===== config.mk =====
export PLATFORM = sky130hd
export DESIGN_NAME = jtag_mem_writer
export DESIGN_NICKNAME = d
export VERILOG_FILES = /design/src/rtl/jtag_mem_writer.sv
export SDC_FILE = /design/constraint.sdc
export NUM_CORES = 1
export LEC_CHECK = 0
export BUFFER_PORTS_ARGS = -buffer_cell sky130_fd_sc_hd__buf_2
export CAP_MARGIN = 20
export CORE_ASPECT_RATIO = 1.1
export CORE_MARGIN = 2
export CORE_UTILIZATION = 38
export CTS_CLUSTER_SIZE = 12
export DETAILED_ROUTE_END_ITERATION = 10
export GPL_TIMING_DRIVEN = 0
export PLACE_DENSITY_LB_ADDON = 0.15
export SLEW_MARGIN = 10
export SYNTH_ARGS = -nofsm -noshare
export SYNTH_HDL_FRONTEND = slang
export SYNTH_SLANG_ARGS = --single-unit

===== constraint.sdc =====
create_clock -name clk -period 5 [get_ports clk]
set_input_delay 0 -clock clk [delete_from_list [all_inputs] [get_ports clk]]
set_output_delay 0 -clock clk [all_outputs]
set_load 0.02 [all_outputs]

===== src/rtl/jtag_mem_writer.sv =====
`timescale 1ns/1ps
module jtag_mem_writer #(
  parameter int CLK_DIV = 2,
  parameter logic [7:0] OP_CTRL = 8'h13,
  parameter logic [7:0] OP_ADDR = 8'h83,
  parameter logic [7:0] OP_DATA = 8'h85
) (
  input  logic        clk,
  input  logic        rst_n,
  input  logic        req,
  input  logic [1:0]  variant,
  input  logic        byte_mode,
  input  logic [19:0] addr,
  input  logic [15:0] data,
  output logic        busy,
  output logic        done,
  output logic        tck,
  output logic        tms,
  output logic        tdi,
  output logic        tclk
);
  localparam int CW = (CLK_DIV > 1) ? $clog2(CLK_DIV) : 1;

  typedef enum logic [1:0] {S_IDLE, S_STEP, S_SHIFT} state_t;
  typedef enum logic [1:0] {K_LO, K_HI, K_IR, K_DR} kind_t;

  state_t      st;
  kind_t       kind;
  logic [3:0]  step;
  logic [4:0]  len;
  logic [19:0] val;
  logic        fin;
  logic [CW-1:0] cnt;
  logic [4:0]  k;
  logic [1:0]  v_q, pv;
  logic        b_q, pb, skip, ctrl_ok;
  logic [19:0] a_q;
  logic [15:0] d_q;
  logic [3:0]  nstep;
  logic [4:0]  klast;

  function automatic logic [1:0] bit_at(input int i, input logic ir, input int n, input logic [19:0] v);
    int pre;
    logic [19:0] s;
    pre = ir ? 4 : 3;
    if (i < pre) return {(ir ? (i < 2) : (i == 0)), 1'b0};
    if (i < pre + n) begin
      s = v >> (pre + n - 1 - i);
      return {(i == pre + n - 1), s[0]};
    end
    return {(i == pre + n), 1'b0};
  endfunction

  always_comb begin
    kind = K_LO; len = 5'd0; val = 20'd0; fin = 1'b0;
    if (v_q == 2'd2) begin
      case (step)
        4'd1, 4'd9: begin kind = K_IR; len = 5'd8; val = {12'd0, OP_CTRL}; end
        4'd2:  begin kind = K_DR; len = 5'd16; val = {4'd0, b_q ? 16'h0510 : 16'h0500}; end
        4'd3:  begin kind = K_IR; len = 5'd8; val = {12'd0, OP_ADDR}; end
        4'd4:  begin kind = K_DR; len = 5'd20; val = a_q; end
        4'd5, 4'd11, 4'd13: begin kind = K_HI; fin = (step == 4'd13); end
        4'd6:  begin kind = K_IR; len = 5'd8; val = {12'd0, OP_DATA}; end
        4'd7:  begin kind = K_DR; len = 5'd16; val = {4'd0, d_q}; end
        4'd10: begin kind = K_DR; len = 5'd16; val = 20'h00501; end
        default: kind = K_LO;
      endcase
    end else begin
      case (step)
        4'd1: begin kind = K_IR; len = 5'd8; val = {12'd0, OP_CTRL}; end
        4'd2: begin kind = K_DR; len = 5'd16; val = {4'd0, b_q ? 16'h2418 : 16'h2408}; end
        4'd3: begin kind = K_IR; len = 5'd8; val = {12'd0, OP_ADDR}; end
        4'd4: begin
          kind = K_DR;
          len  = (v_q == 2'd0) ? 5'd16 : 5'd20;
          val  = (v_q == 2'd0) ? {4'd0, a_q[15:0]} : a_q;
        end
        4'd5: begin kind = K_IR; len = 5'd8; val = {12'd0, OP_DATA}; end
        4'd6: begin kind = K_DR; len = 5'd16; val = {4'd0, d_q}; end
        4'd7: begin kind = K_HI; fin = 1'b1; end
        default: kind = K_LO;
      endcase
    end
  end

  assign nstep = (step == 4'd0 && skip) ? 4'd3 : step + 4'd1;
  assign klast = ((kind == K_IR) ? 5'd4 : 5'd3) + len + 5'd1;
  assign busy  = (st != S_IDLE);

  always_ff @(posedge clk) begin
    if (!rst_n) begin
      st <= S_IDLE; step <= 4'd0; cnt <= '0; k <= 5'd0;
      tck <= 1'b0; tms <= 1'b0; tdi <= 1'b0; tclk <= 1'b1; done <= 1'b0;
      v_q <= 2'd0; b_q <= 1'b0; a_q <= 20'd0; d_q <= 16'd0;
      pv <= 2'd0; pb <= 1'b0; skip <= 1'b0; ctrl_ok <= 1'b0;
    end else begin
      done <= 1'b0;
      case (st)
        S_IDLE: if (req) begin
          v_q <= variant; b_q <= byte_mode; a_q <= addr; d_q <= data;
          skip <= ctrl_ok && (variant != 2'd2) && (variant == pv) && (byte_mode == pb);
          step <= 4'd0;
          st <= S_STEP;
        end
        S_STEP: begin
          if (kind == K_LO || kind == K_HI) begin
            tclk <= (kind == K_HI);
            if (fin) begin
              done <= 1'b1;
              st <= S_IDLE;
              ctrl_ok <= (v_q != 2'd2);
              pv <= v_q;
              pb <= b_q;
            end else begin
              step <= nstep;
            end
          end else begin
            {tms, tdi} <= bit_at(0, kind == K_IR, int'(len), val);
            k <= 5'd0;
            cnt <= '0;
            st <= S_SHIFT;
          end
        end
        S_SHIFT: begin
          if (cnt == CW'(CLK_DIV - 1)) begin
            cnt <= '0;
            if (!tck) begin
              tck <= 1'b1;
            end else begin
              tck <= 1'b0;
              if (k == klast) begin
                tms <= 1'b0; tdi <= 1'b0;
                step <= nstep;
                st <= S_STEP;
              end else begin
                k <= k + 5'd1;
                {tms, tdi} <= bit_at(int'(k) + 1, kind == K_IR, int'(len), val);
              end
            end
          end else begin
            cnt <= cnt + CW'(1);
          end
        end
        default: st <= S_IDLE;
      endcase
    end
  end

  p_pins_steady_at_rise_r6: assert property (@(posedge clk) disable iff (!rst_n)
    $rose(tck) |-> ($stable(tms) && $stable(tdi)));
  p_tck_rests_idle_r6: assert property (@(posedge clk) disable iff (!rst_n)
    !busy |-> !tck);
  p_tclk_frozen_in_shift_r10: assert property (@(posedge clk) disable iff (!rst_n)
    (st == S_SHIFT) |-> $stable(tclk));
  p_done_one_cycle_r9: assert property (@(posedge clk) disable iff (!rst_n)
    done |=> !done);
  p_done_with_tclk_high_r9: assert property (@(posedge clk) disable iff (!rst_n)
    done |-> (tclk && !busy));
  p_idle_without_req_r8: assert property (@(posedge clk) disable iff (!rst_n)
    (!busy && !req) |=> !busy);
endmodule


# == Word level (Yosys, flattened, before mapping) ==
# Index checks and enable logic that the tools add are counted.
# classes
n_addsub,9
mul,0
n_div,0
order_cmp,5
eq_ne,32
shifts,2
n_mux,84
bitwise_logic,0
reduce_logical,33
# ops
op,count
$pmux 20 s7,1
$pmux 20 s6,1
$logic_not 32->1,3
$lt 1x32->1 const A,2
$shr 20x32->1,2
$mux 20,2
$mux 1,38
$mux 5,7
$eq 7x32->1,1
$lt 7x32->1,1
$sub 32x2->32 const B,1
$sub 32x7->32,1
$mux 2,15
$pmux 5 s3,2
$mux 4,7
$ne 2x2->1 const B,10
$pmux 2 s3,3
$eq 4x3->1 const B,4
$eq 4x4->1 const B,4
$pmux 4 s3,1
$reduce_or 3->1,4
$add 5x1->5 const B,2
$pmux 5 s2,1
$reduce_and 5->1,2
30 further kinds,50
# word_totals
regBits,61
latchBits,0
ram_bits,0
rom_bits,0
inputBits,42
wordCells,182
n_memories,0

# == Longest topological paths before layout ==
# Gate-level depths: netlist of run 1.
# depth
depth_word,26
ltp_mapped,22

# == Least setup slack after synthesis of run 1 ==
# OpenSTA, ideal clock, no wires.
# synth_path
path_kind,reg2reg
start,reg step[0]
end,reg tdi
setup_ns,0.087
arrival_time_ns,3.783
t_required_ns,4.913
setup_slack_ns,1.130
stages_incl_launch_ff,23
period_less_slack_ns,3.870
path_cell_list,dfxtp_1 > inv_1 > ha_1 > buf_2 > nor2b_1 > o21ai_1 > o211ai_2 > inv_2 > ha_1 > ha_1 > inv_1 > xnor2_1 > nor2_1 > and3_1 > ha_1 > inv_1 > ha_1 > nor2_1 > mux2_2 > a22oi_1 > nor3_1 > o21ai_1 > o31ai_1
# synth_via
elab_chain_cells,21
elab_cells_between_ends,81
cone_classes,add/sub (5); order compare (4); eq/ne (15); shift (2); mux (44); reduce/logical (11)
# synth_lines
item,line_no,text
from (decl),29,logic [3:0] step;
from (signal assigned),115,step <= nstep;
from (signal assigned),133,step <= nstep;
"parallel branches: the longest is 21 deep, another holds $sub 32x2->32",--,
to (signal assigned),118,"{tms, tdi} <= bit_at(0, kind == K_IR, int'(len), val);"
to (signal assigned),137,"{tms, tdi} <= bit_at(int'(k) + 1, kind == K_IR, int'(len), val);"
to (decl),19,"output logic tdi,"
# Parallel ways; which one is timed is not known. The select of a mux whose other input is x is not followed.
# A chain may end at the register's enable or synchronous reset.

# == Worst setup path in the final report of run 1 ==
# layout_path
start,reg step[0]
end,reg tms
# layout_via
elab_chain_cells,21
elab_cells_between_ends,80
cone_classes,add/sub (4); order compare (4); eq/ne (17); mux (43); reduce/logical (12)
# layout_lines
item,line_no,text
$eq 4x3->1 (tied with other cells),"57, 69",
$reduce_or 4->1 (no source line) (tied with other cells),--,
$pmux 2 s3 (on tied branches),"57, 69",
$mux 2,56,if (v_q == 2'd2) begin
$eq 2x2->1,"87, 118, 137",
$mux 3,"45, 87",
$add 3x5->6,"47, 49, 51",
$lt 7x32->1,47,if (i < pre + n) begin
[5 not listed],--,
$mux 1,98,case (st)
$mux 1,91,if (!rst_n) begin
$mux 2,51,"return {(i == pre + n), 1'b0};"
$mux 2,47,
$mux 1,131,if (k == klast) begin
$mux 1,127,if (!tck) begin
$mux 1,125,if (cnt == CW'(CLK_DIV - 1)) begin
$pmux 1 s2,98,
to (signal assigned),118,
to (signal assigned),137,
to (decl),18,"output logic tms,"
# Parallel ways exist; a longest one is shown, timed or not. The select of a mux whose other input is x is not followed.

==> summary.md, run 1 <==
| Metric | Value |
|---|---|
| Sequential power share | 28.6% |
| First-pass GRT wire length | 20,500 µm |
| Worst Setup EP | tms |
| FF+latch count, synth | 61 |
| Internal power | 1240 µW |
| Die area | 11,900 µm² |
| Hold Vio Cnt, Final | 0 |
| Worst Hold Class | input port to register |
| Logic pwr share | 39.0% |
| Power Density | 372 nW/µm² |
| Die width | 104 µm |
| Netlist cell types | 69 |
| RSZ-0062 raised after global routing | no |
| CP Capture Type | register |
| Post-synth net total | 604 |
| Critical path origin | step[0] |
| Post-layout util | 48.8% |
| Status | finished clean |
| Resized Gates After CTS | 0 |
| Setup Crit Path Kind | register to register |
| Total track usage | 21.8% |
| Clk slew on worst S/H paths | 0.06 ns |
| Clock Skew | 0.00931 ns |
| Final setup violation count | 0 |
| R2R Path End | tms |
| Starting density of the core | 38.6% |
| Crit path DAT | 5.03 ns |
| Vias | 4,207 |
| Slew @ Worst Pin | 0.674 ns |
| Initial antenna violation count | 0 |
| Max VDD drop | 0.222 mV |
| Met2 wire length | 5960 µm |
| CTS max path bufs | 2 |
| Die height | 114 µm |
| R2R Path Start | step[0] |
| Final max-slew violation count | 0 |
| Vias per cell | 5.38 |
| Share of synthesized registers carrying an async set or reset | 0% |
| Final Critical Period | 4.76 ns |
| Setup TNS | 0 ns |
| Switching power | 728 µW |
| Largest net degree at the start of global routing | 13 |
| Synthesis Warnings | 0 |
| Synth Area per Inst | 7.86 µm² |
| I/O Pins | 48 |
| Worst R2R Setup Slack | 0.24 ns |
| Achievable clock frequency | 0.210 GHz |
| Final worst path period share | 95.2% |
| Yosys top cell area share | 29.1% |
| Post-route ant nets | 0 |
| Clk sinks | 61 |
| Top Metal Used | met4 |
| TritonCTS clock tree | yes |
| Clock share of power | 32.4% |
| Clock buffer count from CTS | 9 |
| Critical Path RT | 5.27 ns |
| Synthesized area | 4200 µm² |
| Leak | 0.00218 µW |
| Clk Tree Root Cell | clkbuf_16 |
| Drt drc | 0 |
| Row Count | 40 |
| TritonRoute pass-1 iters | 5 |
| Most used flip-flop cell after synthesis | dfxtp_1 |
| Fraction of layout instances using a drive strength above 1 | 15.0% |
| Sw Share | 36.9% |
| M1 wire length | 5750 µm |
| Mapped Cells | 534 |
| Largest fanout on the critical path | 10 |
| GP Congestion | 0.895 |
| Clock Latency Late Sink | 0.34 ns |
| I/O Buffers | 46 |
| DRT iter0 DRCs | 210 |
| Area grow syn2layout | 26.3% |
| Grt ovf | 0 |
| Area contributors post-synth | dfxtp_1, nand2_1, ha_1, a21oi_1, a211oi_1 |
| Core area | 10,900 µm² |
| CTS H-tree depth | 3 |
| HPWL after DPL | 9210 µm |
| Post-synth EDFFs | 0 |
| Reg2reg path depth | 20 |
| Synth area leader | dfxtp_1 |
| Met3 routed WL | 509 µm |
| Nets | 700 |
| Headroom to the max-slew limit | 55.1% |
| Number of diodes | 0 |
| Drt wl/cell | 16.0 µm |
| Max-Cap Viols | 0 |
| Worst Setup Start Kind | register |
| Vias in the first global route | 4,138 |
| Tot Pwr | 1970 µW |
| Routed Wire Length | 12,500 µm |
| Sequential fraction of the synthesis area | 29.1% |
## state kept, by name, summed over array words and instances, names as in the netlist
| signal | flops |
|---|---|
| ctrl_ok | 1 |
| a_q | 20 |
| tdi | 1 |
| d_q | 16 |
| k | 5 |
| tms | 1 |
| done | 1 |
| tclk | 1 |
| b_q | 1 |
| pv | 2 |
| cnt | 1 |
| skip | 1 |
| pb | 1 |
| st | 2 |
| tck | 1 |
| step | 4 |
| v_q | 2 |
## routing by layer
metal	vias up	global-route usage (%)
met1	1964	26.4
met3	20	3.87
met5	-	0
met2	122	37.5
li1	2101	-
met4	0	10.5
## layout by cell type (no fill, tap or decap), types with 5 or more instances in the layout
master and instances:
a21oi_1 51, mux2i_1 8, a211oi_1 13, xor2_1 6, nor2_1 22, inv_1 21
nand3_1 11, nand2_1 104, and2_1 6, o31ai_1 6, dfxtp_1 61, a221oi_1 7
dlygate4sd3_1 39, ha_1 28, nand2b_1 9, o21a_1 6, clkbuf_16 9, clkbuf_1 25
o21ai_0 16, buf_2 52, nand4_1 8, xnor2_1 10, nor3_1 5, mux2_2 5
nor2b_1 8
## Yosys cell counts, drive strengths merged (6+ instances only)
cell type,count
nand3,11
nor2b,8
inv,23
xnor2,10
a211oi,14
nand4,8
ha,28
a21oi,51
dfxtp,61
o21a,6
buf,13
nand2,104
nor2,22
xor2,6
o31ai,6
clkbuf,25
nand2b,9
mux2i,9
and2,6
a221oi,9
o21ai,21
## worst min path at each step
stage               startpoint      end  slack, ns  cells past startpoint
finish                   rst_n  step[2]       0.14                      3
global route             rst_n  step[2]       0.16                      3
CTS                      rst_n  step[2]       0.13                      3
detailed placement     addr[8]   a_q[8]       0.25                      3
global placement       data[2]   d_q[2]       0.24                      3
floorplan             addr[14]  a_q[14]       0.14                      2
## cell families after synthesis
family / after synthesis / share of synthesized area (%)
muxes: 15 / 4.12
and+or+nand+nor: 196 / 21.9
adders and majority gates: 28 / 8.35
xor gates and xnor gates: 17 / 3.88
buffers and inverters: 61 / 6.53
DFF: 61 / 29.1
AOI/OAI and AO/OA: 156 / 26.1
## per-stage QoR
stage               setup slack [ns]  std cells  instance area (µm²)  hold slack, ns
finish                         0.240        782                 5300           0.139
global route                  0.0151        782                 5300           0.158
CTS                            0.302        782                 5300           0.128
detailed placement             0.351        727                 4610           0.248
global placement               0.403        727                 4610           0.240
floorplan                       1.13        534                 4200           0.136
## repair_timing
action                    CTS  global route
hold endpoints to repair   39             0
buffers inserted            0             0
hold buffers               39             0
## worst max-delay path, stage by stage (launching register included)
cell	delay (ns)
dfxtp_1	0.43
inv_1	0.11
ha_1	0.24
buf_2	0.19
nor2b_1	0.19
o21ai_1	0.22
o211ai_2	0.30
inv_2	0.21
ha_1	0.31
ha_1	0.22
inv_1	0.08
xnor2_1	0.34
nor2_1	0.12
and3_1	0.19
ha_1	0.26
inv_1	0.04
ha_1	0.31
nand4_1	0.11
a2111oi_0	0.46
a211oi_1	0.19
o21ai_1	0.15
## power by group through the flow
stage	registers, µW	logic, µW	clock network, µW
after global placement	572	728	0
after global routing	570	847	667
after CTS	564	767	646
final	564	768	639
after detailed placement	574	738	0
after floorplan	570	551	0
## cell type report
type / instances / area [µm²]
Buffer: 38 / 188
Clock buffer: 9 / 225
Clock inverter: 7 / 75.1
Fill cell: 1074 / 5560
Inverter: 23 / 86.3
Multi-Input combinational cell: 412 / 2700
Sequential cell: 61 / 1220
Tap cell: 147 / 184
Timing Repair Buffer: 85 / 621
(Power assumes the default switching activity.)
==> run 2, diff against run 1 <==
--- a/config.mk
+++ b/config.mk
@@ -5,6 +5,7 @@
 export SDC_FILE = /design/constraint.sdc
 export NUM_CORES = 1
 export LEC_CHECK = 0
+export ABC_AREA = 1
 export BUFFER_PORTS_ARGS = -buffer_cell sky130_fd_sc_hd__buf_2
 export CAP_MARGIN = 20
 export CORE_ASPECT_RATIO = 1.1
@@ -13,7 +14,7 @@
 export CTS_CLUSTER_SIZE = 12
 export DETAILED_ROUTE_END_ITERATION = 10
 export GPL_TIMING_DRIVEN = 0
-export PLACE_DENSITY_LB_ADDON = 0.15
+export PLACE_DENSITY = 0.57
 export SLEW_MARGIN = 10
 export SYNTH_ARGS = -nofsm -noshare
 export SYNTH_HDL_FRONTEND = slang
==> run 2 against run 1 <==
Against the previous run:
- fmax is 7.6% higher
- via count is 6.7% higher
- worst hold slack worse by 0.081 ns
- design area is 0.66% higher
- global-route usage is 0.98 points lower
- utilization is 0.097 points higher
- non-clock buffer count is 17 lower
- count of clock-buffer cells in the layout is 1 higher
- highest routed layer unchanged
==> summary.md, run 2 <==
| Metric | Value |
|---|---|
| Status | finished clean |
| First-pass GRT wire length | 20,100 µm (-2.1%) |
| Tot Pwr | 3900 µW (+98%) |
| TritonCTS clock tree | yes |
| Mapped Cells | 637 (+19%) |
| CTS H-tree depth | 3 (unchanged) |
| Area grow syn2layout | 25.6% |
| Largest fanout on the critical path | 10 (unchanged) |
| Starting density of the core | 38.9% (+0.32 points) |
| Worst Setup Start Kind | register |
| Slew @ Worst Pin | 0.565 ns (-0.109 ns) |
| Synth Area per Inst | 6.67 µm² (-15%) |
| Max VDD drop | 0.318 mV (+43%) |
| Die height | 115 µm (+0.62%) |
| Routed Wire Length | 12,100 µm (-3.4%) |
| Sequential fraction of the synthesis area | 28.7% (-0.37 points) |
| Clk slew on worst S/H paths | 0.05 ns (about the same) |
| Commonest cells in the synthesized netlist | nand2_1, nor2_1, inv_1 |
| FF+latch count, synth | 61 (unchanged) |
| Final max-slew violation count | 0 (unchanged) |
| Die area | 12,000 µm² (+1.2%) |
| Worst hold slack | 0.0574 ns (-0.0813 ns) |
| Reg2reg path depth | 29 (+45%) |
| R2R Path Start | step[0] |
| Headroom to the max-slew limit | 62.3% (+7.3 points) |
| Total track usage | 20.8% (-0.98 points) |
| Vias in the first global route | 4,315 (+4.3%) |
| Row Count | 40 (unchanged) |
| Number of diodes | 0 (unchanged) |
| Synth area leader | dfxtp_1 |
| CP Capture Type | register |
| Count leader, synth | nand2_1 |
| Crit path DAT | 4.69 ns (-0.34 ns) |
| Initial antenna violation count | 0 (unchanged) |
| Critical-path top delay cell | dfxtp_1 |
| Clk Tree Root Cell | clkbuf_16 |
| GP Congestion | 0.879 (-1.8%) |
| HPWL after DPL | 9240 µm (+0.32%) |
| Final worst path period share | 88.5% (-6.7 points) |
| Post-synth net total | 707 (+17%) |
| Max reg flops | 20 (unchanged) |
| Drt drc | 0 (unchanged) |
| Commonest non-fill, non-tap cell in the layout | nand2_1 |
| Synthesis Warnings | 0 (unchanged) |
| Final Critical Period | 4.43 ns (-0.335 ns) |
| Delay-heaviest family, CP | simple AND/OR/NAND/NOR gates |
| Critical Path RT | 5.27 ns (about the same) |
| Largest net degree at the start of global routing | 11 (-2) |
| Fraction of layout instances using a drive strength above 1 | 14.0% (-0.99 points) |
| Worst Hold Class | input port to register |
| Clock Skew | 0.00358 ns (-0.00574 ns) |
| Filler cell count | 1,153 (+7.4%) |
| Netlist cell types | 41 (-41%) |
| Hold path startpoint | rst_n |
| R2R Path End | tms |
| Worst Hold End | a_q[15] |
| Setup TNS | 0 ns (unchanged) |
| Post-route ant nets | 0 (unchanged) |
| Die width | 105 µm (+0.61%) |
| Most frequent cells in the layout | nand2_1, nor2_1, inv_1, o21ai_0, dfxtp_1 |
| Area contributors post-synth | dfxtp_1, nand2_1, ha_1, nor2_1, o21ai_0 |
| Core area | 10,900 µm² (+0.46%) |
| Hold Vio Cnt, Final | 0 (unchanged) |
| Nets | 803 (+15%) |
| Setup Crit Path Kind | register to register |
| Grt ovf | 0 (unchanged) |
| Largest registers | a_q (20), d_q (16), k (5) |
| Hold path depth | 3 (unchanged) |
| Synthesized area | 4250 µm² (+1.3%) |
| CP Buf/Inv Count | 6 (+1) |
| Share of synthesized registers carrying an async set or reset | 0% (unchanged) |
| I/O Pins | 48 (unchanged) |
| Clk sinks | 61 (unchanged) |
| CP peak stage delay | 0.39 ns (-0.07 ns) |
| Setup Buffers After CTS | 0 (unchanged) |
| Power Density | 731 nW/µm² (+97%) |
| Worst R2R Setup Slack | 0.57 ns (+0.34 ns) |
| Leak | 0.00247 µW (+13%) |
| Vias per cell | 5.08 (-5.7%) |
| Clock Latency Late Sink | 0.33 ns (about the same) |
| Yosys top cell area share | 28.7% (-0.37 points) |
| Most used flip-flop cell after synthesis | dfxtp_1 |
| Drt wl/cell | 13.7 µm (-15%) |
| Achievable clock frequency | 0.226 GHz (+7.6%) |
| Final setup violation count | 0 (unchanged) |
| Vias | 4,487 (+6.7%) |
| Resized Gates After CTS | 0 (unchanged) |
| I/O Buffers | 46 (unchanged) |
| CTS max path bufs | 2 (unchanged) |
| Max-Cap Viols | 0 (unchanged) |
| Clock buffer count from CTS | 9 (unchanged) |
| DRT iter0 DRCs | 229 (+9.0%) |
| TritonRoute pass-1 iters | 5 (unchanged) |
| Largest Register | a_q |
| RSZ-0062 raised after global routing | no |
| Post-synth EDFFs | 0 (unchanged) |
## run 2: changes by cell type in the layout (fill, tap and decap cells not counted), sizes merged, moves of 14 or more
cell	before	now
nand3	11	41
inv	24	85
nor2	22	98
a211oi	14	0
o21ai	21	72
nand2	104	125
## run 2: tightest hold or removal path, cell delays in order
cell	delay [ns]
clkbuf_1	0.18
o21ai_0	0.12
a21oi_1	0.04
## run 2: cell families after synthesis
| group | count (synthesis) | synth area share [%] |
|---|---|---|
| flip-flops | 61 | 28.7 |
| AND/OR/NAND/NOR | 289 | 32.6 |
| adder cells (fa/ha/maj) | 28 | 8.25 |
| XOR/XNOR | 10 | 2.06 |
| buffers and inverters | 106 | 9.86 |
| AO/OA/AOI/OAI | 143 | 18.5 |
## run 2: power breakdown
part	leakage, µW	switching, µW	internal [µW]
registers	0.000502	94.7	621
clock network	0.000138	212	379
logic	0.00183	1690	898
## run 2: worst max-delay path by stage
stage | from | end | slack [ns] | cells after the start
after floorplan | step[0] | tms | 1.31 | 29
after global placement | step[0] | tms | 0.61 | 29
after detailed placement | step[0] | tms | 0.58 | 29
after CTS | step[0] | tms | 0.56 | 29
after global routing | step[0] | tms | 0.17 | 29
final | step[0] | tms | 0.57 | 29
## run 2: final cells by class
type                    count  area, µm²  share of cell area [%]
plain buffers              21       95.1                    1.78
clock buffers              10        229                    4.29
clock inverters             5       52.6                   0.985
inverters                  85        324                    6.07
multi-input cells         470       2610                    48.9
flip-flops and latches     61       1220                    22.9
well taps                 147        184                    3.45
repair buffers             85        621                    11.6
## run 2: metal layers
metal	GRT usage [%]	share of wire [%]	up-vias
li1	-	-	2293
met1	24.0	45	2056
met2	37.8	49	113
met3	4.25	4.0	25
met4	8.00	2.5	0
met5	0	0	-
## run 2: through the flow
| step | std cells | cell area, µm² | setup slack, ns | utilization (%) |
|---|---|---|---|---|
| 6_report | 884 | 5340 | 0.575 | 48.9 |
| 5_1_grt | 884 | 5340 | 0.166 | 48.9 |
| 4_1_cts | 884 | 5340 | 0.558 | 48.9 |
| 3_5_place_dp | 830 | 4660 | 0.581 | 42.7 |
| 3_3_place_gp | 830 | 4660 | 0.610 | 42.7 |
| 2_1_floorplan | 637 | 4250 | 1.31 | - |
## run 2: timing repair
| item | CTS | global route |
|---|---|---|
| endpoints found under the setup margin | 0 | 0 |
| hold buffers | 39 | 0 |
| hold endpoints to repair | 39 | 0 |
==> run 3, diff against run 2 <==
--- a/config.mk
+++ b/config.mk
@@ -14,7 +14,7 @@
 export CTS_CLUSTER_SIZE = 12
 export DETAILED_ROUTE_END_ITERATION = 10
 export GPL_TIMING_DRIVEN = 0
-export PLACE_DENSITY = 0.57
+export PLACE_DENSITY = 0.59
 export SLEW_MARGIN = 10
 export SYNTH_ARGS = -nofsm -noshare
 export SYNTH_HDL_FRONTEND = slang
==> constraint.sdc (replaced) <==
create_clock -name clk -period 3.7 [get_ports clk]
set_input_delay 0 -clock clk [delete_from_list [all_inputs] [get_ports clk]]
set_output_delay 0 -clock clk [all_outputs]
set_load 0.02 [all_outputs]
==> run 3 against run 2 <==
Against the previous run:
- flip-flop and latch count unchanged
- sequential share of layout area down 2.0 points
- critical path type unchanged
- register-to-register slack worse by 0.50 ns
- worst setup slack worse by 0.50 ns
- worst hold slack worse by 0.071 ns
- highest routed layer unchanged
- largest cell class unchanged
- design area up 10%
- global-route usage down 0.12 points
- via count up 2.7%
- power up 58%
- wire length up 5.9%
- first-iteration DRC count down 0.44%
- count of clock-buffer cells in the layout unchanged
- the run now ends with negative hold slack left
==> summary.md, run 3 (same netlist as run 2, synthesis figures left out) <==
| Metric | Value |
|---|---|
| Post-route ant nets | 0 (unchanged) |
| Starting density of the core | 38.9% (unchanged) |
| Largest fanout on the critical path | 5 (-5) |
| Worst Setup Start Kind | register |
| Row Count | 40 (unchanged) |
| TritonCTS clock tree | yes |
| I/O Buffers | 46 (unchanged) |
| Routed Wire Length | 12,800 µm (+5.9%) |
| Setup TNS | 0 ns (unchanged) |
| Status | finished, violations left |
| Clock Latency Late Sink | 0.34 ns (about the same) |
| Core area | 10,900 µm² (unchanged) |
| Hold Vio Cnt, Final | 1 (+1) |
| Die height | 115 µm (unchanged) |
| Die width | 105 µm (unchanged) |
| Grt ovf | 0 (unchanged) |
| Final Critical Period | 3.63 ns (-0.796 ns) |
| Final setup violation count | 0 (unchanged) |
| Clock Skew | 0.00580 ns (+0.00222 ns) |
| Clock buffer count from CTS | 9 (unchanged) |
| # placed instances | 830 (unchanged) |
| Clk sinks | 61 (unchanged) |
| Max reg flops | 20 (unchanged) |
| Total track usage | 20.6% (-0.12 points) |
| Slew @ Worst Pin | 0.544 ns (-0.0210 ns) |
| Clk slew on worst S/H paths | 0.05 ns (about the same) |
| HPWL after DPL | 9200 µm (-0.39%) |
| Vias | 4,607 (+2.7%) |
| Initial antenna violation count | 0 (unchanged) |
| Largest net degree at the start of global routing | 12 (+1) |
| Largest Register | a_q |
| Filler cell count | 1,104 (-4.2%) |
| Commonest non-fill, non-tap cell in the layout | nand2_1 |
| TritonRoute pass-1 iters | 7 (+2) |
| Power Density | 1050 nW/µm² (+44%) |
| Area grow syn2layout | 38.2% |
| Fin cells | 907 (+2.6%) |
| Achievable clock frequency | 0.276 GHz (+22%) |
| Largest registers | a_q (20), d_q (16), k (5) |
| Number of diodes | 0 (unchanged) |
| Final worst path period share | 98.1% (+9.6 points) |
| CTS H-tree depth | 3 (unchanged) |
| Drt drc | 0 (unchanged) |
| CTS max path bufs | 2 (unchanged) |
| Crit path DAT | 3.91 ns (-0.78 ns) |
| Worst hold slack | -0.0137 ns (-0.0711 ns) |
| Critical Path RT | 3.98 ns (-1.29 ns) |
| Leak | 0.00263 µW (+6.7%) |
| CP Capture Type | register |
| Fraction of layout instances using a drive strength above 1 | 23.3% (+9.3 points) |
| Max-Cap Viols | 0 (unchanged) |
| RSZ-0062 raised after global routing | yes |
| GP Congestion | 0.914 (+4.0%) |
| I/O Pins | 48 (unchanged) |
| Vias per cell | 5.08 (about the same) |
| Vias in the first global route | 4,371 (+1.3%) |
| Die area | 12,000 µm² (unchanged) |
| Clk Tree Root Cell | clkbuf_16 |
| Max VDD drop | 0.482 mV (+51%) |
| First-pass GRT wire length | 20,100 µm (+0.31%) |
| Nets | 825 (+2.7%) |
| Headroom to the max-slew limit | 63.7% (+1.4 points) |
| Setup Crit Path Kind | register to register |
| Most frequent cells in the layout | nand2_1, nor2_1, inv_1, o21ai_0, dfxtp_1 |
| DRT iter0 DRCs | 228 (-0.44%) |
| Final max-slew violation count | 0 (unchanged) |
| Violated checks | negative hold slack |
| Worst Hold Class | input port to register |
| Drt wl/cell | 14.1 µm (+3.2%) |
==> run 3: cell type report <==
| type | count | area, µm² | area share [%] |
|---|---|---|---|
| Clock buffer | 10 | 229 | 3.90 |
| Buffer | 20 | 96.3 | 1.64 |
| Inverter | 85 | 337 | 5.73 |
| Multi-Input combinational cell | 470 | 2920 | 49.7 |
| Timing Repair Buffer | 108 | 791 | 13.5 |
| Clock inverter | 6 | 87.6 | 1.49 |
| Sequential cell | 61 | 1230 | 20.9 |
| Tap cell | 147 | 184 | 3.13 |
==> run 3: path summary, 6_finish.rpt <==
| path | from | to | slack, ns | cells past startpoint |
|---|---|---|---|---|
| min | addr[17] | a_q[17] | -0.01 | 3 |
| max | step[1] | tdi | 0.07 | 23 |
| min reg2reg | a_q[10] | a_q[10] | 0.45 | 2 |
| max reg2reg | step[1] | tdi | 0.07 | 23 |
==> run 3: what timing repair did <==
item                                    CTS  global route
pin swaps                                 7            26
hold endpoints to repair                 38             0
endpoints found under the setup margin    2             2
hold buffers                             38             0
gates resized for setup                  30            46
setup buffers                             7            17
==> run 3: critical path, cell delays in order, from the launching register on <==
cell and delay [ns]:
dfxtp_4 0.39, inv_4 0.06, ha_4 0.18, o21ai_4 0.20, nand2_2 0.11, nor2_2 0.14, nand2_2 0.09, nand3_4 0.09
inv_4 0.05, ha_4 0.17, ha_4 0.23, xor2_1 0.16, ha_2 0.40, inv_1 0.09, o31ai_4 0.28, xor2_2 0.21
a21oi_1 0.08, nor2_1 0.11, nand3_1 0.07, nor2_1 0.15, nand2_2 0.10, nor2_2 0.08, nor2_1 0.04, nor2_1 0.07
==> run 3: layer usage <==
layer,routed length [µm],vias to the layer above,track usage (%)
li1,-,2328,-
met1,5600,2136,24.6
met2,6420,125,37.6
met3,552,18,3.40
met4,234,0,7.38
met5,0,-,0
==> run 3: through the flow <==
stage / total power [µW] / cell area, µm² / worst slack (ns) / hold WS (ns) / util (%)
after CTS: 5580 / 5540 / -0.0000928 / 0.00773 / 50.8
after detailed placement: 4390 / 4660 / -0.689 / 0.263 / 42.7
after floorplan: 3590 / 4250 / 0.00868 / 0.167 / -
after global placement: 4360 / 4660 / -0.626 / 0.251 / 42.7
final: 6160 / 5870 / 0.0709 / -0.0137 / 53.8
after global routing: 6680 / 5870 / -0.179 / 0.0152 / 53.8
==> run 3: power by group <==
part	internal (µW)	switching [µW]	total, µW	leakage, µW
Clock	589	307	895	0.000156
Combinational	1650	2640	4290	0.00197
Sequential	842	140	982	0.000504
Total	3080	3080	6160	0.00263
